==> config.mk <==
export PLATFORM = sky130hd
export DESIGN_NAME = keyiv_bank
export DESIGN_NICKNAME = d
export VERILOG_FILES = /design/src/rtl/keyiv_bank.sv
export SDC_FILE = /design/constraint.sdc
export NUM_CORES = 1
export LEC_CHECK = 0
export BUFFER_PORTS_ARGS = -buffer_cell sky130_fd_sc_hd__buf_2
export CAP_MARGIN = 20
export CORE_MARGIN = 5
export CORE_UTILIZATION = 40
export DETAILED_ROUTE_END_ITERATION = 6
export GPL_TIMING_DRIVEN = 1
export PLACE_DENSITY = 0.67
export SYNTH_ARGS = -nofsm -noshare
export SYNTH_HDL_FRONTEND = slang
export SYNTH_SLANG_ARGS = --single-unit
==> constraint.sdc <==
create_clock -name clk -period 4.2 [get_ports clk]
set_input_delay 0.63 -clock clk [delete_from_list [all_inputs] [get_ports clk]]
set_output_delay 0.63 -clock clk [all_outputs]
set_load 0.1 [all_outputs]
==> src/rtl/keyiv_bank.sv <==
module keyiv_bank #(
  parameter int BUS_W = 32
) (
  input  logic               clk,
  input  logic               rst_n,
  input  logic               wr_en,
  input  logic               rd_en,
  input  logic [2:0]         reg_idx,
  input  logic [BUS_W-1:0]   wdata,
  output logic [BUS_W-1:0]   rdata,
  input  logic               single_des,
  input  logic               two_key,
  input  logic               busy,
  input  logic               iv_upd_valid,
  input  logic [2*BUS_W-1:0] iv_upd_data,
  output logic [2*BUS_W-1:0] key_a,
  output logic [2*BUS_W-1:0] key_b,
  output logic [2*BUS_W-1:0] key_c,
  output logic [2*BUS_W-1:0] chain_iv,
  output logic               keys_loaded,
  output logic               err_addr,
  output logic               err_key,
  output logic               err_ctx
);
  localparam int BLK_W = 2 * BUS_W;
  localparam logic [1:0] SEL_KA = 2'd0, SEL_KB = 2'd1, SEL_KC = 2'd2, SEL_IV = 2'd3;

  logic [1:0] sel;
  logic       hi;
  logic [1:0] stage;
  logic       wr_ka, wr_kb, wr_kc, wr_iv;
  logic       kb_ok, kc_ok, rule_bad;

  assign sel = reg_idx[2:1];
  assign hi  = reg_idx[0];

  assign wr_ka = wr_en && sel == SEL_KA;
  assign wr_kb = wr_en && sel == SEL_KB;
  assign wr_kc = wr_en && sel == SEL_KC;
  assign wr_iv = wr_en && sel == SEL_IV;

  assign kb_ok    = wr_kb && !single_des && stage != 2'd0;
  assign kc_ok    = wr_kc && !single_des && !two_key && stage == 2'd2;
  assign rule_bad = (wr_kb && !kb_ok) || (wr_kc && !kc_ok);

  assign rdata = (rd_en && sel == SEL_IV && !busy)
               ? (hi ? chain_iv[BLK_W-1:BUS_W] : chain_iv[BUS_W-1:0])
               : '0;

  always_ff @(posedge clk or negedge rst_n) begin
    if (!rst_n) begin
      key_a       <= '0;
      key_b       <= '0;
      key_c       <= '0;
      chain_iv    <= '0;
      stage       <= 2'd0;
      keys_loaded <= 1'b0;
      err_addr    <= 1'b0;
      err_key     <= 1'b0;
      err_ctx     <= 1'b0;
    end else begin
      if (wr_ka) begin
        if (hi) begin
          key_a[BLK_W-1:BUS_W] <= wdata;
          key_c[BLK_W-1:BUS_W] <= wdata;
        end else begin
          key_a[BUS_W-1:0] <= wdata;
          key_c[BUS_W-1:0] <= wdata;
        end
        stage       <= 2'd1;
        keys_loaded <= 1'b1;
      end
      if (kb_ok) begin
        if (hi) key_b[BLK_W-1:BUS_W] <= wdata;
        else    key_b[BUS_W-1:0]     <= wdata;
        stage <= 2'd2;
      end
      if (kc_ok) begin
        if (hi) key_c[BLK_W-1:BUS_W] <= wdata;
        else    key_c[BUS_W-1:0]     <= wdata;
      end
      if (iv_upd_valid)
        chain_iv <= iv_upd_data;
      else if (wr_iv) begin
        if (hi) chain_iv[BLK_W-1:BUS_W] <= wdata;
        else    chain_iv[BUS_W-1:0]     <= wdata;
      end
      err_addr <= rd_en && sel != SEL_IV;
      err_key  <= rule_bad;
      err_ctx  <= (rd_en && sel == SEL_IV && busy) || (wr_iv && iv_upd_valid);
    end
  end

  p_keyrd_zero_r2: assert property (@(posedge clk) disable iff (!rst_n)
    rd_en && reg_idx[2:1] != 2'd3 |-> rdata == '0);
  p_keyrd_err_r2: assert property (@(posedge clk) disable iff (!rst_n)
    rd_en && reg_idx[2:1] != 2'd3 |=> err_addr);
  p_copy_r3: assert property (@(posedge clk) disable iff (!rst_n)
    wr_en && reg_idx[2:1] == 2'd0 |=>
      ($past(reg_idx[0]) ? key_a[BLK_W-1:BUS_W] == key_c[BLK_W-1:BUS_W]
                         : key_a[BUS_W-1:0] == key_c[BUS_W-1:0]));
  p_loaded_hold_r3: assert property (@(posedge clk) disable iff (!rst_n)
    !$fell(keys_loaded));
  p_single_lock_r4: assert property (@(posedge clk) disable iff (!rst_n)
    single_des && wr_en && (reg_idx[2:1] == 2'd1 || reg_idx[2:1] == 2'd2)
      |=> $stable(key_b) && $stable(key_c) && err_key);
  p_busy_rd_r8: assert property (@(posedge clk) disable iff (!rst_n)
    rd_en && reg_idx[2:1] == 2'd3 && busy |=> err_ctx);
  p_upd_r9: assert property (@(posedge clk) disable iff (!rst_n)
    iv_upd_valid |=> chain_iv == $past(iv_upd_data));
  p_clash_r10: assert property (@(posedge clk) disable iff (!rst_n)
    iv_upd_valid && wr_en && reg_idx[2:1] == 2'd3 |=> err_ctx);
endmodule

# == Word level (Yosys, flattened, before mapping) ==
# Cells that the tools add are included.
# Widths: inputs -> output; s select.
# totals
in_bits,107
regBits,262
output_inout_bits,292
elab_cells,67
# op_classes
n_reduce_logical,34
n_eq_ne,6
n_bitwise,1
muxes,14
# op_table
op,n
$mux 32,8
$mux 64,4
$logic_and 1x1->1,16
$reduce_and 2->1,6
$reduce_bool 2->1,4
$eq 2x2->1 const B,3
$logic_not 1->1,5
$mux 2,2
$eq 2x1->1 const B,1
$logic_not 2->1,1
$logic_or 1x1->1,2
$ne 2x1->1 const B,1
$ne 2x2->1 const B,1
$not 1->1,1

# == Depth between registers and ports, before layout ==
# Gate-level depths: netlist of the first run.
# depth
depth_word,8
mapped_depth,6
depth_no_buf,3

# == Least setup slack after synthesis of the first run ==
# Ideal clock, no wire load.
# synth_path
path_kind,input port to output port
start,in reg_idx[0]
end,out rdata[10]
required_time_ns,3.570
n_path_buf,2
slack_ns,0.892
t_arrival_ns,2.678
stages,4
cell_sequence,buf_2 -> clkbuf_1 -> mux2i_1 -> nor2_1
# synth_via
elab_chain_cells,2
# synth_lines
element,line_no,text
start: declaration,8,"input logic [2:0] reg_idx,"
$mux 32 (2 in series),47,? (hi ? chain_iv[BLK_W-1:BUS_W] : chain_iv[BUS_W-1:0])
end: declaration,10,"output logic [BUS_W-1:0] rdata,"
# No other way between the ends.

# == Final worst setup path of the first run ==
# layout_path
start,in reg_idx[0]
end,out rdata[20]
# The elaborated chain is that of the path after synthesis.

==> results of run 1 <==
critical path, stage by stage:
cell and delay (ns):
buf_2 0.42, buf_4 0.50, mux2i_1 0.17, nor2_1 0.12, buf_2 0.43
power breakdown:
part | total, mW | switching (mW) | internal (mW)
combinational | 5.35 | 4.53 | 0.819
clock | 2.55 | 1.02 | 1.53
sequential | 3.33 | 0.292 | 3.04
total | 11.2 | 5.85 | 5.39
layer usage:
| layer | vias up | wire [um] |
|---|---|---|
| li1 | 3498 | - |
| met1 | 4020 | 14600 |
| met2 | 348 | 17100 |
| met3 | 62 | 2460 |
| met4 | 2 | 932 |
| met5 | - | 14 |
path summary, 6_finish.rpt:
path	start	to	slack, ns	cells after the start
max in group asynchronous	rst_n	asynchronous set/reset pin	3.01	2
worst max register to register	stage[0]	key_b[6]	1.85	3
min in group clk	iv_upd_data[32]	chain_iv[32]	0.34	2
worst max-delay path	reg_idx[0]	rdata[20]	1.27	5
worst min register to register	keys_loaded	keys_loaded	0.47	1
worst min-delay path	rst_n	key_a[25]	0.17	1
cells in the mapped netlist, drive strengths merged, types with 2 or more instances:
cell / count / area (um2)
dfrtp: 262 / 6560
mux2: 192 / 2200
a221o: 64 / 641
and2: 34 / 213
nor2: 34 / 128
and3: 32 / 200
mux2i: 32 / 320
clkbuf: 27 / 101
buf: 23 / 154
nand2: 3 / 11.3
nor3: 3 / 20.0
a211oi: 2 / 40.0
inv: 2 / 7.51
nand4b: 2 / 17.5
nor3b: 2 / 15.0
o21bai: 2 / 15.0
final cells by class:
type,count,area [um2]
clock buffer,35,798
tap,341,427
antenna,3,7.51
inverter,2,7.51
fill,2320,12600
sequential,262,6560
clock inverter,16,170
multi-input combinational,413,3970
timing repair buffer,421,2210
kinds of logic after synthesis:
group | count (synthesis) | share of synthesized area, %
AOI/OAI and AO/OA | 72 | 6.75
buffers and inverters | 52 | 2.45
and+or+nand+nor | 117 | 6.27
muxes | 224 | 23.5
DFF | 262 | 61.1
==> metrics, run 1 <==
#FFs+latches synth=262; busiest grt layer=met2; Clock Skew=0.0201 ns; initial core utilization=40.2%; dpl ws=1.22 ns; Period minus WS final=2.93 ns; syn avg cell area=14.8 um2; final setup TNS=0 ns; Crit path arrival time=2.30 ns; Final Power=11.2 mW; status=finished, final reports clean; Util after Layout=52.9%; VDD IR-drop max=433 uV; wirelength, routed=35200 um; WP data required=3.57 ns; CP Capture Type=primary output; Worst-path clk slew=0.06 ns; I/O pins=399; post-synthesis cell area=10700 um2; cell area after layout=14100 um2; unrepaired setup endpoints after global routing=false; layout cells sized above 1=58.1%; power per cell area=794 nW/um2; Final GP Congestion=0.803; Post-synth EDFFs=0; Warnings, synthesis=0; full die area=30200 um2; CTS sink cnt=262; TritonCTS Buffers=28; detailed-route wire length per cell=23.6 um; DR pass1 iterations=5; worst relative slew slack=29.0%; Placement Cell Area=13100 um2; syn nets=834; Std-Cell Rows=60; largest net degree at the start of global routing=110; MaxCap Viol Count=0; Setup CP Type=input pin to primary output; Syn-to-layout area delta=31.8%; clk root buf=clkbuf_16; actual slew at the worst max-slew pin=1.06 ns; postcts setup bufs=0; Synth Flop Type=dfrtp_1; CTS resizes=0; DIE WIDTH=174 um; first-pass GRT wire length=53300 um; Vias/cell=5.31; FFs w/ async S/R, synth=100%; Tot GR Track Use=22.5%; most frequent cells in the layout=397 x buf_2, 262 x dfrtp_1, 174 x mux2_2, 64 x a221o_1; Hold Buf Count CTS=0; Via Count=7930; Mapped Cells=727; CTS tree=yes; setup slack after layout=1.27 ns; Peak Freq=342 MHz; vias in the first global route=8359; grt total ovfl=0; dpl cells=1438; fin. max-slew vios=0; worst hold margin=0.173 ns; Max Buffers Root-to-Sink=3; final worst path period share=69.7%; worst skew pair latency=0.54 ns; Hold Crit Class=input pin to asynchronous set/reset pin; antenna-violating nets left=0; commonest non-fill, non-tap cell in the layout=buf_2; GRT met2 Usage=37.7%; Final HPWL DP=24500 um; Cell variety after synth=33; GR Util met3=4.71%; Die Ht=174 um; P_leak=7.11 nW; CP max FO=20; port buffer count=398; GR Util met1=29.7%; CP startpoint kind=input pin; Fin. Hold Viols=0; Seq/Total Area, Yosys=61.1%; Final setup violation count=0; Post-route DRC=0; initial DRC count=536; fin cells=1493; initial antenna violation count=5; core area=26700 um2; depth of the CTS H-tree=1; number of nets in the layout=1235
Power figures use the tool's default switching activity.
==> run 2: changes to the inputs <==
- PLACE_DENSITY: 0.67 -> 0.7
- clock period: 4.2 -> 2.4 ns (I/O delays scaled with it)
==> run 2 against run 1 <==
  * Global-route usage rose by 0.23 points
  * Clock-buffer cell count rose by 2
  * Sequential cell count did not move
  * Wire length rose by 0.90%
  * Sequential share of layout area fell by 2.5 points
  * Clock skew fell by 0.011 ns
  * Total power rose by 79%
  * Largest cell class unchanged
  * Highest routed layer is now met4
==> metrics, run 2 (same netlist as run 1, synthesis figures left out) <==
fillcell total=2212; worst skew pair latency=0.53 ns; vias in the first global route=8676; Final HPWL DP=25900 um; VDD IR-drop max=1150 uV; Max Buffers Root-to-Sink=3; commonest non-fill, non-tap cell in the layout=buf_2; HP Start=iv_upd_data[62]; antenna-violating nets left=0; WP data required=2.81 ns; Final setup violation count=0; Hold Crit Class=input pin to flop; Clock Skew=0.00868 ns; reg-to-reg slack, setup=0.33 ns; CP max FO=16; unrepaired setup endpoints after global routing=false; MaxCap Viol Count=0; Hold Buf Count CTS=1; initial DRC count=499; Tot GR Track Use=22.7%; port buffer count=398; Fin. Hold Viols=0; reg2reg start=stage[0]; final worst path period share=86.3%; Via Count=8120; core area=26700 um2; CTS resizes=0; Post-route DRC=0; Setup CP Type=flop to flop; initial antenna violation count=1; CTS tree=yes; power per cell area=1350 nW/um2; Final Power=20.1 mW; Crit-path slowest cell=or4b_4; Final GP Congestion=0.836; CP Buf/Inv Count=1; worst reg-to-reg path cell count=4; delay-heaviest family, CP=simple AND/OR/NAND/NOR gates; fin. max-slew vios=0; status=finished, final reports clean; actual slew at the worst max-slew pin=1.08 ns; fin cells=1503; TritonCTS Buffers=28; clk root buf=clkbuf_16; Syn-to-layout area delta=39.1%; worst relative slew slack=28.3%; postcts setup bufs=0; CP Capture Type=flop; DIE WIDTH=174 um; Period minus WS final=2.07 ns; I/O pins=399; initial core utilization=40.2%; full die area=30200 um2; detailed-route wire length per cell=23.6 um; cell area after layout=14900 um2; CP peak stage delay=0.56 ns; Placement Cell Area=13900 um2; most frequent cells in the layout=365 x buf_2, 262 x dfrtp_1, 174 x mux2_2, 64 x a221o_1, 42 x buf_12; dpl ws=0.229 ns; wirelength, routed=35500 um; worst-path cell chain=or4b_4, a211oi_4, buf_12, mux2_2; Std-Cell Rows=60; Peak Freq=483 MHz; first-pass GRT wire length=54100 um; depth of the CTS H-tree=1; cell count of the worst hold path=2; CTS sink cnt=262; DR pass1 iterations=4; CP startpoint kind=flop; Worst-path clk slew=0.06 ns; hold endpoint=chain_iv[62]; grt total ovfl=0; number of nets in the layout=1246; setup slack after layout=0.329 ns; final setup TNS=0 ns; largest net degree at the start of global routing=85; dpl cells=1449; layout cells sized above 1=61.0%; Vias/cell=5.40; P_leak=7.30 nW; Die Ht=174 um; Crit path arrival time=2.48 ns
-- run 2: cell count changes in the layout (fill, tap and decap cells not counted), moves of 2 or more --
cell and change:
buf_12 +41, buf_2 -32, buf_4 +3, bufinv_16 +3, clkbuf_1 +2, clkinv_2 -2
diode_2 -2, nor2_1 -32, nor2_2 +32
-- run 2: cell type report --
| class | instances | area (um2) | share of cell area (%) |
|---|---|---|---|
| Sequential cell | 262 | 6560 | 43.9 |
| Multi-Input combinational cell | 413 | 4040 | 27.0 |
| Timing Repair Buffer | 432 | 2870 | 19.2 |
| Clock buffer | 37 | 806 | 5.39 |
| Tap cell | 341 | 427 | 2.86 |
| Clock inverter | 15 | 236 | 1.58 |
| Inverter | 2 | 7.51 | 0.0503 |
| Antenna cell | 1 | 2.50 | 0.0168 |
-- run 2: stage by stage --
stage          hold WS, ns  util [%]
5_1_grt             0.0329      55.9
4_1_cts             0.0334      55.9
2_1_floorplan       0.0644         -
3_3_place_gp         0.415      52.0
6_report            0.0626      55.9
3_5_place_dp         0.412      52.0
-- run 2: worst reg2reg max path: cells and delay by family (launching register included) --
kind / cells / cell delay [ns]
compound gates: 1 / 0.41
buf+inv: 1 / 0.21
flops: 1 / 0.41
mux: 1 / 0.37
simple gates: 1 / 0.56
-- run 2: worst max-delay path by stage --
stage,startpoint,endpoint,cells past startpoint
after floorplan,reg_idx[1],rdata[10],4
after global placement,single_des,flop,5
after detailed placement,single_des,flop,5
after CTS,stage[0],flop,4
after global routing,stage[0],flop,4
final,stage[0],flop,4
-- run 2: where the power goes --
group | total, mW | switching (mW) | internal (mW)
registers | 5.84 | 0.520 | 5.32
clock network | 4.79 | 1.78 | 3.01
logic | 9.48 | 7.99 | 1.49
-- run 2: metal layers --
layer / part of all wire, % / vias to the layer above / wire, um / GRT usage (%)
met4: 2.9 / 0 / 1030 / 6.57
li1: - / 3500 / - / -
met3: 7.6 / 67 / 2690 / 5.87
met2: 49 / 354 / 17500 / 38.9
met1: 40 / 4199 / 14300 / 28.7
met5: 0 / - / 0 / 0
==> run 3: changes to the inputs <==
- CTS_BUF_LIST: default -> sky130_fd_sc_hd__clkbuf_16
==> run 3 against run 2 <==
  * Clock skew hardly changed
  * First-iteration DRC count shrank 5.4%
  * Utilization down 0.19 points
  * Clock power decreased by 4%
  * Wire length fell by 0.16%
  * Via count fell by 0.22%
  * Total power shrank 0.88%
  * Sequential cell count unchanged
  * Hold slack got worse by 0.0027 ns
  * Design area fell by 0.33%
  * Register-to-register slack barely moved
==> metrics, run 3 (same netlist as run 1, synthesis figures left out) <==
cell count of the worst hold path=2; switch share=51.6%; CP peak stage delay=0.56 ns; MaxCap Viol Count=0; CTS sink cnt=262; Post-route DRC=0; Crit path depth=4; GR Util met1=28.7%; Logic pwr share=47.5%; number of nets in the layout=1246; Syn-to-layout area delta=38.7%; Max Buffers Root-to-Sink=3; worst-path cell chain=or4b_4, a211oi_4, buf_12, mux2_2; layout cells sized above 1=60.6%; Period minus WS final=2.07 ns; depth of the CTS H-tree=1; NetSw=10.3 mW; core area=26700 um2; GRT met2 Usage=38.9%; CP max FO=16; worst reg-to-reg path cell count=4; Vias/cell=5.39; antenna-violating nets left=0; commonest non-fill, non-tap cell in the layout=buf_2; CTS tree=yes; clk root buf=clkbuf_16; WP data required=2.81 ns; CP Buf/Inv Count=1; GR Util met3=5.98%; Final HPWL DP=25900 um; busiest grt layer=met2; Final setup violation count=0; Die Ht=174 um; CP Capture Type=flop; Hold Crit Class=input pin to flop; P_leak=7.28 nW; Crit-path slowest cell=or4b_4; Std-Cell Rows=60; Util after Layout=55.7%; Worst-path clk slew=0.07 ns; Via Count=8102; Peak Freq=483 MHz; multi-input combinational cell area=4040 um2; vias in the first global route=8666; Setup CP Type=flop to flop; worst skew pair latency=0.53 ns; fillcell total=2224; power per cell area=1340 nW/um2; I/O pins=399; initial antenna violation count=1; VDD IR-drop max=1150 uV; DR pass1 iterations=4; status=finished, final reports clean; CP startpoint kind=flop; final setup TNS=0 ns; port buffer count=398; TritonCTS Buffers=28; most frequent cells in the layout=365 x buf_2, 262 x dfrtp_1, 174 x mux2_2, 64 x a221o_1, 42 x buf_12; grt total ovfl=0; final worst path period share=86.3%; Final GP Congestion=0.836; Fin. Hold Viols=0; actual slew at the worst max-slew pin=1.07 ns; first-pass GRT wire length=54200 um; Clock Skew=0.00878 ns; delay-heaviest family, CP=simple AND/OR/NAND/NOR gates; unrepaired setup endpoints after global routing=false; Internal=9.64 mW; DIE WIDTH=174 um; initial core utilization=40.2%; Crit path arrival time=2.48 ns; worst relative slew slack=28.5%; Clk network pwr share=23.2%; initial DRC count=472; wirelength, routed=35400 um; Storage cell area=6560 um2; Tot GR Track Use=22.8%; detailed-route wire length per cell=23.6 um; full die area=30200 um2; fin. max-slew vios=0; sequential power share=29.3%; largest net degree at the start of global routing=85; CTS resizes=0
==> run 3: cell types whose count changed in the layout (fill, tap and decap cells not counted) <==
| cell | delta |
|---|---|
| inv_1 | +3 |
| clkbuf_1 | -3 |
| clkinv_1 | +5 |
| clkbuf_8 | -5 |
==> run 3: metrics by stage <==
step / hold WS (ns) / power (mW) / instance area, um2 / std cells / setup WS [ns]
floorplan: 0.0644 / 13.6 / 10800 / 727 / 0.0552
global placement: 0.415 / 15.3 / 13900 / 1449 / 0.232
detailed placement: 0.412 / 15.4 / 13900 / 1449 / 0.229
CTS: 0.0309 / 20.1 / 14900 / 1502 / 0.339
global route: 0.0326 / 20.5 / 14900 / 1503 / 0.280
finish: 0.0599 / 19.9 / 14900 / 1503 / 0.329
==> run 3: worst register-to-register path, stage by stage (launching register included) <==
cell and delay (ns):
dfrtp_1 0.41, or4b_4 0.56, a211oi_4 0.41, buf_12 0.21, mux2_2 0.37
==> run 3: what timing repair did <==
| item | in CTS | in global routing |
|---|---|---|
| buffers inserted | 0 | 0 |
| endpoints found under the hold margin | 74 | 0 |
| hold buffers | 1 | 0 |
==> run 3: path summary, 6_finish.rpt <==
path	slack [ns]	start	to
setup / recovery	0.33	stage[0]	flop
hold / removal	0.06	iv_upd_data[39]	chain_iv[39]
setup reg to reg	0.33	stage[0]	flop
hold reg to reg	0.47	keys_loaded	keys_loaded
max in group asynchronous	1.27	rst_n	chain_iv[58]
min in group asynchronous	0.43	rst_n	chain_iv[33]
==> run 3: area by class of cell <==
type                       instances  area share, %
sequential                       262           44.0
multi-input combinational        413           27.1
timing repair buffer             432           19.2
clock buffer                      29           4.87
tap                              341           2.87
clock inverter                    23           1.79
inverter                           2         0.0504
antenna                            1         0.0168
==> run 3: routing by layer <==
layer / vias to the layer above / share of wire (%)
met2: 330 / 50
li1: 3495 / -
met1: 4215 / 40
met4: 0 / 2.6
met3: 62 / 7.7
met5: - / 0
==> run 3: power groups by stage <==
stage | clock network (mW) | registers, mW | logic [mW]
2_1_floorplan | 0 | 12.5 | 1.11
3_3_place_gp | 0 | 5.87 | 9.45
3_5_place_dp | 0 | 5.91 | 9.51
4_1_cts | 4.72 | 5.84 | 9.52
5_1_grt | 4.89 | 5.96 | 9.71
6_report | 4.62 | 5.84 | 9.48
